$ cat src/rtl/sbr_pkg.sv
package sbr_pkg;
  localparam int ADDR_W  = 16;
  localparam int DATA_W  = 8;
  localparam int REG_W   = 5;
  localparam int REG_N   = 4;
  localparam int SEL_W   = $clog2(REG_N);
  localparam int PTR_W   = $clog2(REG_W);
  localparam int CLR_BIT = 7;

  typedef logic [REG_W-1:0] cfg_t;
  typedef logic [SEL_W-1:0] sel_t;
endpackage

$ cat src/rtl/sbr_addr_decode.sv
module sbr_addr_decode
  import sbr_pkg::*;
#(
  parameter int AW = ADDR_W,
  parameter int SW = SEL_W
) (
  input  logic [AW-1:0] addr,
  output logic          in_window,
  output logic [SW-1:0] sel
);
  // Upper half of the address space is the window; the next bits pick the register.
  always_comb begin
    in_window = addr[AW-1];
    sel       = addr[AW-2 -: SW];
  end
endmodule

$ cat src/rtl/sbr_shift_collect.sv
module sbr_shift_collect
  import sbr_pkg::*;
#(
  parameter int DW  = DATA_W,
  parameter int RW  = REG_W,
  parameter int CLR = CLR_BIT
) (
  input  logic          clk,
  input  logic          rst,
  input  logic          wr,
  input  logic          hit,
  input  logic [DW-1:0] data,
  output logic          commit,
  output logic [RW-1:0] value
);
  localparam int PW = (RW > 1) ? $clog2(RW) : 1;
  localparam logic [PW-1:0] LAST = PW'(RW - 1);

  logic [RW-1:0] acc_q, acc_d;
  logic [PW-1:0] ptr_q, ptr_d;
  logic          take, restart;

  always_comb begin
    take    = wr && hit;
    restart = take && data[CLR];
    acc_d   = acc_q;
    ptr_d   = ptr_q;
    commit  = 1'b0;
    value   = acc_q;
    if (restart) begin
      acc_d = '0;
      ptr_d = '0;
    end else if (take) begin
      value        = acc_q;
      value[ptr_q] = data[0];
      if (ptr_q == LAST) begin
        commit = 1'b1;
        acc_d  = '0;
        ptr_d  = '0;
      end else begin
        acc_d = value;
        ptr_d = ptr_q + 1'b1;
      end
    end
  end

  always_ff @(posedge clk) begin
    if (rst) begin
      acc_q <= '0;
      ptr_q <= '0;
    end else begin
      acc_q <= acc_d;
      ptr_q <= ptr_d;
    end
  end

  AST_PTR_IN_RANGE: assert property (@(posedge clk) disable iff (rst)
    ptr_q <= LAST);
  AST_RESTART_ZEROES: assert property (@(posedge clk) disable iff (rst)
    (wr && hit && data[CLR]) |=> (ptr_q == '0 && acc_q == '0));
  AST_OUTSIDE_HOLDS: assert property (@(posedge clk) disable iff (rst)
    (wr && !hit) |=> ($stable(ptr_q) && $stable(acc_q)));
  AST_IDLE_HOLDS: assert property (@(posedge clk) disable iff (rst)
    !wr |=> ($stable(ptr_q) && $stable(acc_q)));
  AST_COMMIT_REWINDS: assert property (@(posedge clk) disable iff (rst)
    commit |=> (ptr_q == '0));
endmodule

$ cat src/rtl/sbr_reg_bank.sv
module sbr_reg_bank
  import sbr_pkg::*;
#(
  parameter int RW = REG_W,
  parameter int RN = REG_N,
  parameter int SW = SEL_W
) (
  input  logic             clk,
  input  logic             rst,
  input  logic             commit,
  input  logic [SW-1:0]    sel,
  input  logic [RW-1:0]    value,
  output logic [RN*RW-1:0] regs
);
  logic [RN-1:0] load;

  for (genvar k = 0; k < RN; k++) begin : g_reg
    logic [RW-1:0] r_q;
    assign load[k] = commit && (sel == SW'(k));
    always_ff @(posedge clk) begin
      if (rst)          r_q <= '0;
      else if (load[k]) r_q <= value;
    end
    assign regs[k*RW +: RW] = r_q;
  end

  AST_ONE_TARGET: assert property (@(posedge clk) disable iff (rst)
    $onehot0(load));
  AST_NO_COMMIT_HOLD: assert property (@(posedge clk) disable iff (rst)
    !commit |=> $stable(regs));
endmodule

$ cat src/rtl/sbr_bank_regfile.sv
module sbr_bank_regfile
  import sbr_pkg::*;
#(
  parameter int AW = ADDR_W,
  parameter int DW = DATA_W,
  parameter int RW = REG_W,
  parameter int RN = REG_N
) (
  input  logic             clk,
  input  logic             rst,
  input  logic             cpu_wr,
  input  logic [AW-1:0]    cpu_addr,
  input  logic [DW-1:0]    cpu_data,
  output logic [RN*RW-1:0] cfg_bus
);
  localparam int SW = $clog2(RN);

  logic          hit, commit;
  logic [SW-1:0] sel;
  logic [RW-1:0] value;

  sbr_addr_decode #(.AW(AW), .SW(SW)) u_dec (
    .addr(cpu_addr), .in_window(hit), .sel(sel)
  );

  sbr_shift_collect #(.DW(DW), .RW(RW), .CLR(CLR_BIT)) u_col (
    .clk(clk), .rst(rst), .wr(cpu_wr), .hit(hit), .data(cpu_data),
    .commit(commit), .value(value)
  );

  sbr_reg_bank #(.RW(RW), .RN(RN), .SW(SW)) u_bank (
    .clk(clk), .rst(rst), .commit(commit), .sel(sel), .value(value),
    .regs(cfg_bus)
  );

  AST_COMMIT_IN_WINDOW: assert property (@(posedge clk) disable iff (rst)
    commit |-> (cpu_wr && cpu_addr[AW-1]));
endmodule

$ cat config.mk
export PLATFORM = sky130hd
export DESIGN_NAME = sbr_bank_regfile
export DESIGN_NICKNAME = d
export VERILOG_FILES = /design/src/rtl/sbr_pkg.sv /design/src/rtl/sbr_addr_decode.sv /design/src/rtl/sbr_shift_collect.sv /design/src/rtl/sbr_reg_bank.sv /design/src/rtl/sbr_bank_regfile.sv
export SDC_FILE = /design/constraint.sdc
export NUM_CORES = 1
export LEC_CHECK = 0
export ABC_CLOCK_PERIOD_IN_PS = 2000
export BUFFER_PORTS_ARGS = -buffer_cell sky130_fd_sc_hd__buf_2
export CELL_PAD_IN_SITES_DETAIL_PLACEMENT = 0
export CELL_PAD_IN_SITES_GLOBAL_PLACEMENT = 1
export CORE_MARGIN = 2
export CORE_UTILIZATION = 36
export DETAILED_ROUTE_END_ITERATION = 10
export PLACE_DENSITY = 0.75
export SLEW_MARGIN = 30
export SYNTH_ARGS = -nofsm -noshare
export SYNTH_HDL_FRONTEND = slang
export SYNTH_SLANG_ARGS = --single-unit
$ cat constraint.sdc
create_clock -name clk -period 2 [get_ports clk]
set_input_delay 0.3 -clock clk [delete_from_list [all_inputs] [get_ports clk]]
set_output_delay 0.3 -clock clk [all_outputs]
set_load 0.05 [all_outputs]
# Yosys cells after proc, flatten, opt, wreduce, memory -nomap -nowiden
# Index checks and enable logic that the tools add are counted.
op_classes:
  addsub: 1
  order_cmp: 2
  eq_ne: 4
  n_mux: 10
  reduce_logical: 9
op_table:
  columns: ["operator", "n"]
  rows:
  - ["5-bit two-way mux", 3]
  - ["1-bit logical AND", 7]
  - ["5-bit bitwise mux", 1]
  - ["2-bit == test (second input constant)", 2]
  - ["3-bit by 4-bit less-than comparator with 1-bit output (second input constant)", 1]
  - ["1-bit two-way mux", 4]
  - ["3-bit by 1-bit adder with 3-bit output (second input constant)", 1]
  - ["1-bit demux with 3-bit select", 1]
  - ["3-bit == test (second input constant)", 1]
  - ["3-bit by 1-bit >= comparator with 1-bit output (second input constant)", 1]
  - ["3-bit two-way mux", 1]
  - ["2-bit by 1-bit == test with 1-bit output (second input constant)", 1]
  - ["2-bit logical NOT", 1]
  - ["2-bit OR reduction", 1]
word_totals:
  reg_bits: 28
  in_bits: 27
  out_inout_bits: 20

# Logic depth before layout (Yosys ltp)
# Gate-level depths: netlist (run 1).
depth:
  word_depth: 7
  mapped_depth: 7
  mapped_depth_nobuf: 6

# Hierarchy
# Synthesis (run 1) repeated with hierarchy kept, for this count alone.
hier_totals:
  cells_unflattened: 142
  area_unflattened_um2: 1353.8
modules_own_cells:
  columns: ["module", "n_inst", "cells_each", "area_per_inst_um2", "seq_area_each_um2"]
  rows:
  - ["sbr_reg_bank", 1, 73, 804.5, 400.4]
  - ["sbr_shift_collect", 1, 66, 526.8, 160.2]
  - ["sbr_addr_decode", 1, 3, 22.5, 0.0]

# Least setup slack after synthesis (run 1)
# Ideal clock, no wire load.
synth_path:
  path_type: "register -> register"
  from: "reg u_col.ptr_q[0]"
  to: "reg u_bank.g_reg[0].r_q[0]"
  setup_ps: 60
  arrival_time_ps: 1440
  setup_slack_ps: 500
  stages_incl_launch_ff: 7
  period_less_slack_ps: 1500
  path_cell_list: "dfxtp_1 -> inv_1 -> ha_1 -> and2_4 -> buf_6 -> a41oi_2 -> a22o_1"
synth_via:
  elab_chain_cells: 7
  word_cells_on_any_way: 13
  cone_classes: "2 x order compare; 1 x eq/ne; 8 x mux; 2 x reduce/logical"
synth_rtl:
  columns: ["element", "line_no", "source"]
  rows:
  - ["from (decl)", "sbr_shift_collect.sv:20", "logic [PW-1:0] ptr_q, ptr_d;"]
  - ["from (signal assigned)", "sbr_shift_collect.sv:53", "ptr_q <= ptr_d;"]
  - ["3-bit by 4-bit less-than comparator with 1-bit output (not written as such) / 3-bit by 1-bit >= comparator with 1-bit output (equally long branches)", "sbr_shift_collect.sv:35", "value[ptr_q] = data[0];"]
  - ["1-bit logical AND (not written as such)", "sbr_shift_collect.sv:35", null]
  - ["1-bit two-way mux (not written as such)", "sbr_shift_collect.sv:35", null]
  - ["1-bit demux with 3-bit select", null, null]
  - ["5-bit bitwise mux", "sbr_shift_collect.sv:35", null]
  - ["5-bit two-way mux", "sbr_shift_collect.sv:33", "end else if (take) begin"]
  - ["5-bit two-way mux", "sbr_shift_collect.sv:30", "if (restart) begin"]
  - ["to (signal assigned)", "sbr_reg_bank.sv:22", "else if (load[k]) r_q <= value;"]
  - ["to (decl)", "sbr_reg_bank.sv:18", "logic [RW-1:0] r_q;"]
# Several ways; a longest one is shown, not always the timed one.
# A chain may end at the register's enable or synchronous reset.

# Worst setup path in the final report (run 1)
layout_path:
  from: "reg u_col.ptr_q[0]"
  to: "reg u_bank.g_reg[1].r_q[3]"
layout_via:
  elab_chain_cells: 7
  word_cells_on_any_way: 13
  cone_classes: "2 x order compare; 1 x eq/ne; 8 x mux; 2 x reduce/logical"
layout_rtl:
  columns: ["element", "line_no"]
  rows:
  - ["3-bit by 4-bit less-than comparator with 1-bit output (not written as such) / 3-bit by 1-bit >= comparator with 1-bit output (equally long branches)", "sbr_shift_collect.sv:35"]
  - ["1-bit logical AND (not written as such)", "sbr_shift_collect.sv:35"]
  - ["1-bit two-way mux (not written as such)", "sbr_shift_collect.sv:35"]
  - ["1-bit demux with 3-bit select", null]
  - ["5-bit bitwise mux", "sbr_shift_collect.sv:35"]
  - ["5-bit two-way mux", "sbr_shift_collect.sv:33"]
  - ["5-bit two-way mux", "sbr_shift_collect.sv:30"]
  - ["to (signal assigned)", "sbr_reg_bank.sv:22"]
  - ["to (decl)", "sbr_reg_bank.sv:18"]
# Several ways; a longest one is shown, not always the timed one.

==> results of run 1 <==
[path summary, 6_finish.rpt]
| path | startpoint | to | slack (ns) | depth (start not counted) |
|---|---|---|---|---|
| max reg2reg | u_col.ptr_q[0]$_SDFFE_PP0N_ | u_bank.g_reg[1].r_q[3]$_SDFFE_PP0P_ | 0.35 | 6 |
| max | u_col.ptr_q[0]$_SDFFE_PP0N_ | u_bank.g_reg[1].r_q[3]$_SDFFE_PP0P_ | 0.35 | 6 |
| min reg2reg | u_bank.g_reg[3].r_q[1]$_SDFFE_PP0P_ | u_bank.g_reg[3].r_q[1]$_SDFFE_PP0P_ | 0.49 | 1 |
| min | cpu_addr[15] | u_col.ptr_q[1]$_SDFFE_PP0N_ | 0.38 | 4 |
[report_power, final]
part           internal [mW]  switching, mW  leakage, nW
combinational         0.0199         0.0429        0.329
sequential             0.561        0.00670        0.226
clock                  0.203          0.164       0.0279
[cell usage after synthesis, drive strengths merged]
cell type,instances
and3b,2
or3,1
nor2,7
nor3b,3
a21boi,1
a31o,1
nor3,4
a21o,1
and3,1
nand3b,1
a22oi,5
nand2,6
dfxtp,28
inv,4
clkbuf,1
buf,3
a22o,20
a21oi,3
o21ai,6
a41oi,4
nor4,3
ha,2
and2,2
[area by class of cell]
| cell class | count | area (um2) |
|---|---|---|
| repair buffers | 27 | 135.1 |
| clock buffers | 3 | 22.52 |
| inverters | 4 | 17.52 |
| multi-input cells | 73 | 609.3 |
| flip-flops and latches | 28 | 560.5 |
| well taps | 46 | 57.56 |
| fillers | 327 | 1852 |
| clock inverters | 1 | 30.03 |
[through the flow]
step	std cells	setup slack (ns)	total power, mW	util [%]
floorplan	109	0.4996	0.6197	-
global placement	178	0.4082	0.6407	42.02
detailed placement	178	0.3794	0.6427	42.02
CTS	182	0.3350	1.004	43.62
global route	182	0.1946	1.034	43.62
finish	182	0.3538	0.9971	43.62
[flip-flops by register name, summed over array words and instances, names as in the netlist]
register and flops:
u_col.acc_q 5, u_bank.g.r_q 20, u_col.ptr_q 3
[critical path, delay by kind of cell, from the launching register on]
kind / cells / cell delay (ns)
fa+ha+maj: 1 / 0.19
simple gates: 3 / 0.71
compound gates: 1 / 0.19
flops: 1 / 0.43
buf+inv: 1 / 0.09
[layer usage]
layer  track usage (%)  vias to the layer above  wire [um]
li1                  -                      476          -
met1             18.39                      450       1133
met2             22.77                       23       1239
met3             3.106                        2        101
met4             4.559                        0         15
met5                 0                        -          0
[kinds of logic after synthesis]
group	after synthesis	share of synthesized area [%]
buffers and inverters	8	3.707
adders and majority gates	2	2.059
and+or+nand+nor	30	18.64
AOI/OAI and AO/OA	41	29.46
DFF	28	46.14
==> impl_metrics.json, run 1 <==
{
  "dieWidth_um": 62.09,
  "min_period_over_period_pct": 82.31,
  "slew_headroom_pct": 73.40,
  "whs_ns": 0.3805,
  "final_common_cell": "dfxtp_1",
  "ys_ff_latch": 28,
  "wl_per_cell_um": 13.68,
  "hold_violations": 0,
  "gp_congestion": 0.7403,
  "syn_nets": 138,
  "io_pins": 47,
  "seq_area_frac_synth_pct": 46.14,
  "status": "finished clean",
  "worstSkewPairLatency_ns": 0.32,
  "setup_viol": 0,
  "hp-class": "in -> reg",
  "hold_buffers": 0,
  "finalSetupTns_ns": 0,
  "synth_cell_types": 32,
  "area_growth_pct": 17.92,
  "path_clk_slew_ns": 0.15,
  "antenna_found_initial": 0,
  "vias_per_cell": 5.225,
  "numCtsBuffers": 3,
  "cts.htree.levels": 1,
  "finalMaxSlewViolations": 0,
  "core_um2": 3284,
  "max_freq_ghz": 0.6075,
  "die_area_um2": 3855,
  "die_y_um": 62.09,
  "cp_cell_sequence": "inv_1 -> ha_1 -> and2_4 -> nand2_2 -> nor4_4 -> a22o_1",
  "synth.avg_cell_area_um2": 11.15,
  "grt_pass1_wl_um": 3898,
  "powerDensity_nw_per_um2": 696.0,
  "synth_cells": 109,
  "drc": 0,
  "antenna_left": 0,
  "fin_skew_ns": 0.008338,
  "cts_root_buffer": "clkbuf_4",
  "post-synth-top-area-fraction_pct": 46.14,
  "start_kind": "flip-flop",
  "first_iter_violations": 69,
  "clockBufferDepth": 2,
  "cts_tree": "done",
  "cp-end-kind": "flip-flop",
  "required_ns": 2.28,
  "antenna_cells": 0,
  "post_cts_buffers": 0,
  "critPathMaxFanout": 11,
  "grt_remaining_overflow": 0,
  "first_global_vias": 816,
  "period_needed_ns": 1.646,
  "yosysTopAreaCell": "dfxtp_1",
  "drive_above_1_share_pct": 33.09,
  "nNetsFinal": 166,
  "io_buffer_count": 27,
  "initial_core_util_pct": 36.99,
  "tightestPinTransition_ns": 0.3990,
  "netlist_area_um2": 1215,
  "rsz0062_at_grt": "no",
  "maxCapViolations": 0,
  "cts_sinks": 28,
  "yosys-top-cells-area": "dfxtp_1 46%, a22o_1 14%, nor4_4 5.3%, a41oi_2 4.0%, a22oi_1 3.1%",
  "dr.pass1.iters": 4,
  "post-route-cell-area_um2": 1433,
  "rows": 21,
  "routed_wl_um": 2489,
  "critPathKind": "reg -> reg",
  "cts_resized": 0,
  "via_count": 951,
  "dpl.hpwl_um": 1896,
  "crit_arrival_ns": 1.93,
  "irDropWorstVdd_mv": 0.2202,
  "most-common-layout-cells": "28 x dfxtp_1, 27 x buf_2, 20 x a22o_1",
  "grt_max_degree": 17,
  "cp_slowest_stage_delay_ns": 0.43,
  "slowest_stage": "dfxtp_1",
  "placed_cell_area_um2": 1380,
  "yosys_warnings": 0,
  "grt_usage_pct": 14.01,
  "leakage_nw": 0.5823
}
Note: power is estimated with default switching activity, not from simulation.
==> run 2: changes to the inputs <==
Settings changed: ABC_CLOCK_PERIOD_IN_PS 2000 to 1350, CORE_UTILIZATION 36 to 32, PLACE_DENSITY 0.75 to 0.7.
Clock period 2 ns to 1.35 ns, I/O delays scaled along.
==> impl_metrics.json, run 2 (synthesis results as in run 1) <==
{
  "slew_headroom_pct": 76.04,
  "leakage_nw": 0.6759,
  "first_iter_violations": 31,
  "via_count": 1012,
  "cts_tree": "done",
  "stdcell_count": 197,
  "routed_wl_um": 2880,
  "required_ns": 1.58,
  "finalMaxSlewViolations": 0,
  "first_global_vias": 993,
  "maxCapViolations": 0,
  "antenna_found_initial": 0,
  "die_y_um": 65.62,
  "reg.largest.list": "u_bank.g.r_q (20), u_col.acc_q (5), u_col.ptr_q (3)",
  "initial_core_util_pct": 33.19,
  "rows": 22,
  "io_buffer_count": 27,
  "critPathKind": "reg -> reg",
  "drive_above_1_share_pct": 42.95,
  "dpl.hpwl_um": 2101,
  "clockBufferDepth": 2,
  "irDropWorstVdd_mv": 0.3788,
  "dp.cells": 190,
  "dr.pass1.iters": 4,
  "worst_slack_ns": -0.02984,
  "violations": "setup timing",
  "cts.htree.levels": 1,
  "crit_arrival_ns": 1.61,
  "hp-class": "in -> reg",
  "antenna_left": 0,
  "multi_input_area_um2": 680.7,
  "final_common_cell": "buf_2",
  "hold_buffers": 0,
  "grt_remaining_overflow": 0,
  "start_kind": "flip-flop",
  "io_pins": 47,
  "area_growth_pct": 34.91,
  "nNetsFinal": 179,
  "setup_viol": 14,
  "min_period_over_period_pct": 102.2,
  "power_mw": 1.556,
  "dieWidth_um": 65.62,
  "largest_register_ffs": 20,
  "antenna_cells": 0,
  "max_freq_ghz": 0.7247,
  "cp-end-kind": "flip-flop",
  "powerDensity_nw_per_um2": 949.5,
  "cts_root_buffer": "clkbuf_8",
  "worstSkewPairLatency_ns": 0.28,
  "status": "complete, but fails checks",
  "grt_max_degree": 17,
  "period_needed_ns": 1.380,
  "most-common-layout-cells": "27 x buf_2, 26 x dfxtp_1, 20 x a22o_1",
  "grt_usage_pct": 15.05,
  "rsz0062_at_grt": "yes",
  "r2r_slack_ns": -0.03,
  "ff_latch_area_um2": 565.5,
  "wl_per_cell_um": 14.62,
  "core_um2": 3661,
  "fin_skew_ns": 0.003962,
  "dp_slack_ns": -0.08529,
  "regMostFlops": "u_bank.g.r_q",
  "critPathMaxFanout": 5,
  "numCtsBuffers": 3,
  "hold_violations": 0,
  "vias_per_cell": 5.137,
  "cts_sinks": 28,
  "die_area_um2": 4305,
  "tightestPinTransition_ns": 0.3567,
  "grt_pass1_wl_um": 4802,
  "gp_congestion": 0.7467,
  "fillers": 350,
  "path_clk_slew_ns": 0.10,
  "drc": 0
}
## run 2: changes by cell type in the layout (fill, tap and decap cells not counted), moves of 3 or more
cell,previous run,this run
a41oi_2,3,0
clkbuf_8,0,3
clkbuf_4,3,0
a41oi_4,1,4
buf_4,0,11
## run 2: worst paths after layout
| kind | to | start | cells past startpoint |
|---|---|---|---|
| max | u_bank.g_reg[1].r_q[0]$_SDFFE_PP0P_ | u_col.ptr_q[0]$_SDFFE_PP0N_ | 7 |
| min | u_bank.g_reg[3].r_q[4]$_SDFFE_PP0P_ | rst | 3 |
| max reg2reg | u_bank.g_reg[1].r_q[0]$_SDFFE_PP0P_ | u_col.ptr_q[0]$_SDFFE_PP0N_ | 7 |
| min reg2reg | u_bank.g_reg[0].r_q[0]$_SDFFE_PP0P_ | u_bank.g_reg[0].r_q[0]$_SDFFE_PP0P_ | 1 |
## run 2: per-stage QoR
stage | hold slack (ns) | TNS (ns) | area (um2) | util, %
5_1_grt | 0.3472 | -1.447 | 1639 | 44.77
6_report | 0.3442 | -0.2156 | 1639 | 44.77
3_3_place_gp | 0.4605 | -0.5591 | 1511 | 41.29
2_1_floorplan | 0.4517 | -0.01557 | 1260 | -
3_5_place_dp | 0.4600 | -0.9473 | 1511 | 41.29
4_1_cts | 0.3182 | -0.2944 | 1609 | 43.95
## run 2: worst max-delay path: stages, from the launching register on
cell and delay [ns]:
dfxtp_4 0.35, inv_2 0.06, ha_4 0.13, and2_4 0.20, nand2_8 0.08, nor4_4 0.21
buf_4 0.18, a22o_1 0.12
## run 2: final cells by class
class / count / area share, %
clock buffer: 4 / 4.046
timing repair buffer: 40 / 15.19
tap: 48 / 3.664
inverter: 4 / 1.069
multi-input combinational: 73 / 41.53
sequential: 28 / 34.50
## run 2: report_power, final
group | leakage, nW | internal (mW) | total [mW] | switching [mW]
registers | 0.227 | 0.829 | 0.834 | 0.00512
logic | 0.415 | 0.0445 | 0.126 | 0.0814
clock network | 0.0339 | 0.324 | 0.596 | 0.273
total | 0.676 | 1.20 | 1.56 | 0.359
## run 2: routing by layer
metal  wire [um]  global-route usage [%]  up-vias
met2        1312                   22.45       25
met4          82                   9.375        0
met5           0                       0        -
met1        1399                   20.40      487
met3          86                   2.055        5
li1            -                       -      495
## run 2: repair_timing
action / CTS / global route
buffers inserted: 1 / 2
gates resized for setup: 5 / 4
endpoints found under the setup margin: 20 / 24
pin swaps: 16 / 14
==> run 3: changes to the inputs <==
Settings changed: CORE_ASPECT_RATIO set to 0.9.
==> impl_metrics.json, run 3 (synthesis results as in run 1) <==
{
  "status": "complete, but fails checks",
  "violations": "setup timing",
  "drc": 0,
  "first_global_vias": 1024,
  "dieWidth_um": 68.95,
  "hold_violations": 0,
  "placed_cell_area_um2": 1521,
  "antenna_left": 0,
  "cts_sinks": 28,
  "largest_register_ffs": 20,
  "worst_slack_ns": -0.02676,
  "tightestPinTransition_ns": 0.3541,
  "cp_cell_sequence": "buf_4 -> nor3b_4 -> a21boi_1 -> a31o_2 -> a22o_1",
  "routed_wl_um": 2732,
  "path_buf_inv": 1,
  "dpl.hpwl_um": 2061,
  "finalMaxSlewViolations": 0,
  "crit_arrival_ns": 1.55,
  "cts_root_buffer": "clkbuf_8",
  "path_clk_slew_ns": 0.10,
  "power_mw": 1.490,
  "antenna_cells": 0,
  "via_count": 976,
  "hp-class": "in -> reg",
  "cp-end-kind": "flip-flop",
  "r2r_slack_ns": -0.03,
  "grt_remaining_overflow": 0,
  "antenna_found_initial": 0,
  "cp_slowest_stage_delay_ns": 0.36,
  "dp_slack_ns": -0.08233,
  "leakage_nw": 0.6665,
  "dr.pass1.iters": 4,
  "grt_pass1_wl_um": 4843,
  "critPathMaxFanout": 8,
  "reg.largest.list": "u_bank.g.r_q (20), u_col.acc_q (5), u_col.ptr_q (3)",
  "nNetsFinal": 178,
  "min_path_cells": 3,
  "wl_per_cell_um": 14.08,
  "min_to": "u_bank.g_reg[3].r_q[4]$_SDFFE_PP0P_",
  "regMostFlops": "u_bank.g.r_q",
  "finalSetupTns_ns": -0.09763,
  "slew_headroom_pct": 76.21,
  "critPathKind": "reg -> reg",
  "gp_congestion": 0.7756,
  "final_common_cell": "buf_2",
  "fin_skew_ns": 0.007868,
  "vias_per_cell": 5.031,
  "io_buffer_count": 27,
  "drive_above_1_share_pct": 42.57,
  "initial_core_util_pct": 33.03,
  "reg2reg_to": "u_bank.g_reg[1].r_q[4]$_SDFFE_PP0P_",
  "max_freq_ghz": 0.7263,
  "slowest_stage": "dfxtp_4",
  "irDropWorstVdd_mv": 0.4061,
  "grt_max_degree": 16,
  "maxCapViolations": 0,
  "required_ns": 1.52,
  "numCtsBuffers": 3,
  "core_um2": 3679,
  "r2r-start": "u_col.ptr_q[0]$_SDFFE_PP0N_",
  "whs_ns": 0.3743,
  "rows": 21,
  "area_growth_pct": 34.09,
  "io_pins": 47,
  "post-route-cell-area_um2": 1629,
  "ff2ff_path_depth": 5,
  "clockBufferDepth": 2,
  "start_kind": "flip-flop",
  "first_iter_violations": 19,
  "cts_tree": "done",
  "worstSkewPairLatency_ns": 0.28,
  "powerDensity_nw_per_um2": 914.5,
  "cts.htree.levels": 1,
  "min_period_over_period_pct": 102.0,
  "holdCritStartpoint": "cpu_data[0]",
  "die_area_um2": 4306,
  "most-common-layout-cells": "27 x buf_2, 26 x dfxtp_1, 20 x a22o_1",
  "rsz0062_at_grt": "yes",
  "setup_viol": 6,
  "die_y_um": 62.46,
  "period_needed_ns": 1.377,
  "grt_usage_pct": 14.77,
  "crit_family": "compound AO/OA/AOI/OAI gates"
}
-- run 3: cell types whose count changed in the layout (fill, tap and decap cells not counted), sizes merged --
| cell | delta |
|---|---|
| buf | -1 |
-- run 3: area by class of cell --
cell class,count,area [um2]
Tap cell,46,57.56
Clock buffer,4,55.05
Multi-Input combinational cell,73,680.7
Timing Repair Buffer,39,250.2
Sequential cell,28,565.5
Inverter,4,20.02
Fill cell,366,2049
-- run 3: per-layer routing --
| metal | global-route usage, % | wire (um) | vias up |
|---|---|---|---|
| met4 | 2.206 | 12 | 0 |
| met3 | 3.784 | 101 | 2 |
| met5 | 0 | 0 | - |
| met2 | 23.08 | 1323 | 15 |
| met1 | 20.83 | 1295 | 462 |
| li1 | - | - | 497 |
-- run 3: timing repair --
action / 4_1_cts / 5_1_grt
resized for setup: 7 / 1
setup endpoints to repair: 21 / 25
gates cloned: 0 / 0
buffers inserted: 1 / 1
pin swaps: 4 / 16
hold endpoints to repair: 0 / 0
hold buffers: 0 / 0
-- run 3: metrics by stage --
stage	cells	util, %
final	194	44.29
after global routing	194	44.29
after CTS	193	43.84
after detailed placement	188	41.36
after global placement	188	41.36
after floorplan	109	-
-- run 3: report_power, final --
| group | internal (mW) | switching (mW) |
|---|---|---|
| registers | 0.829 | 0.00596 |
| logic | 0.0519 | 0.0819 |
| clock network | 0.261 | 0.260 |
-- run 3: worst max-delay path by stage --
stage                     slack [ns]                        start                             endpoint  cells past startpoint
after floorplan               -0.004  u_col.ptr_q[0]$_SDFFE_PP0N_  u_bank.g_reg[0].r_q[0]$_SDFFE_PP0P_                      6
after global placement         -0.04  u_col.ptr_q[0]$_SDFFE_PP0N_  u_bank.g_reg[3].r_q[2]$_SDFFE_PP0P_                      6
after detailed placement       -0.08  u_col.ptr_q[0]$_SDFFE_PP0N_  u_bank.g_reg[3].r_q[2]$_SDFFE_PP0P_                      6
after CTS                      -0.03  u_col.ptr_q[0]$_SDFFE_PP0N_  u_bank.g_reg[2].r_q[2]$_SDFFE_PP0P_                      6
after global routing           -0.10  u_col.ptr_q[0]$_SDFFE_PP0N_  u_bank.g_reg[2].r_q[2]$_SDFFE_PP0P_                      6
final                          -0.03  u_col.ptr_q[0]$_SDFFE_PP0N_  u_bank.g_reg[1].r_q[4]$_SDFFE_PP0P_                      5
-- run 3: worst reg2reg max path, cell delays in order (launching register included) --
cell	delay (ns)
dfxtp_4	0.36
buf_4	0.16
nor3b_4	0.19
a21boi_1	0.09
a31o_2	0.27
a22o_1	0.20
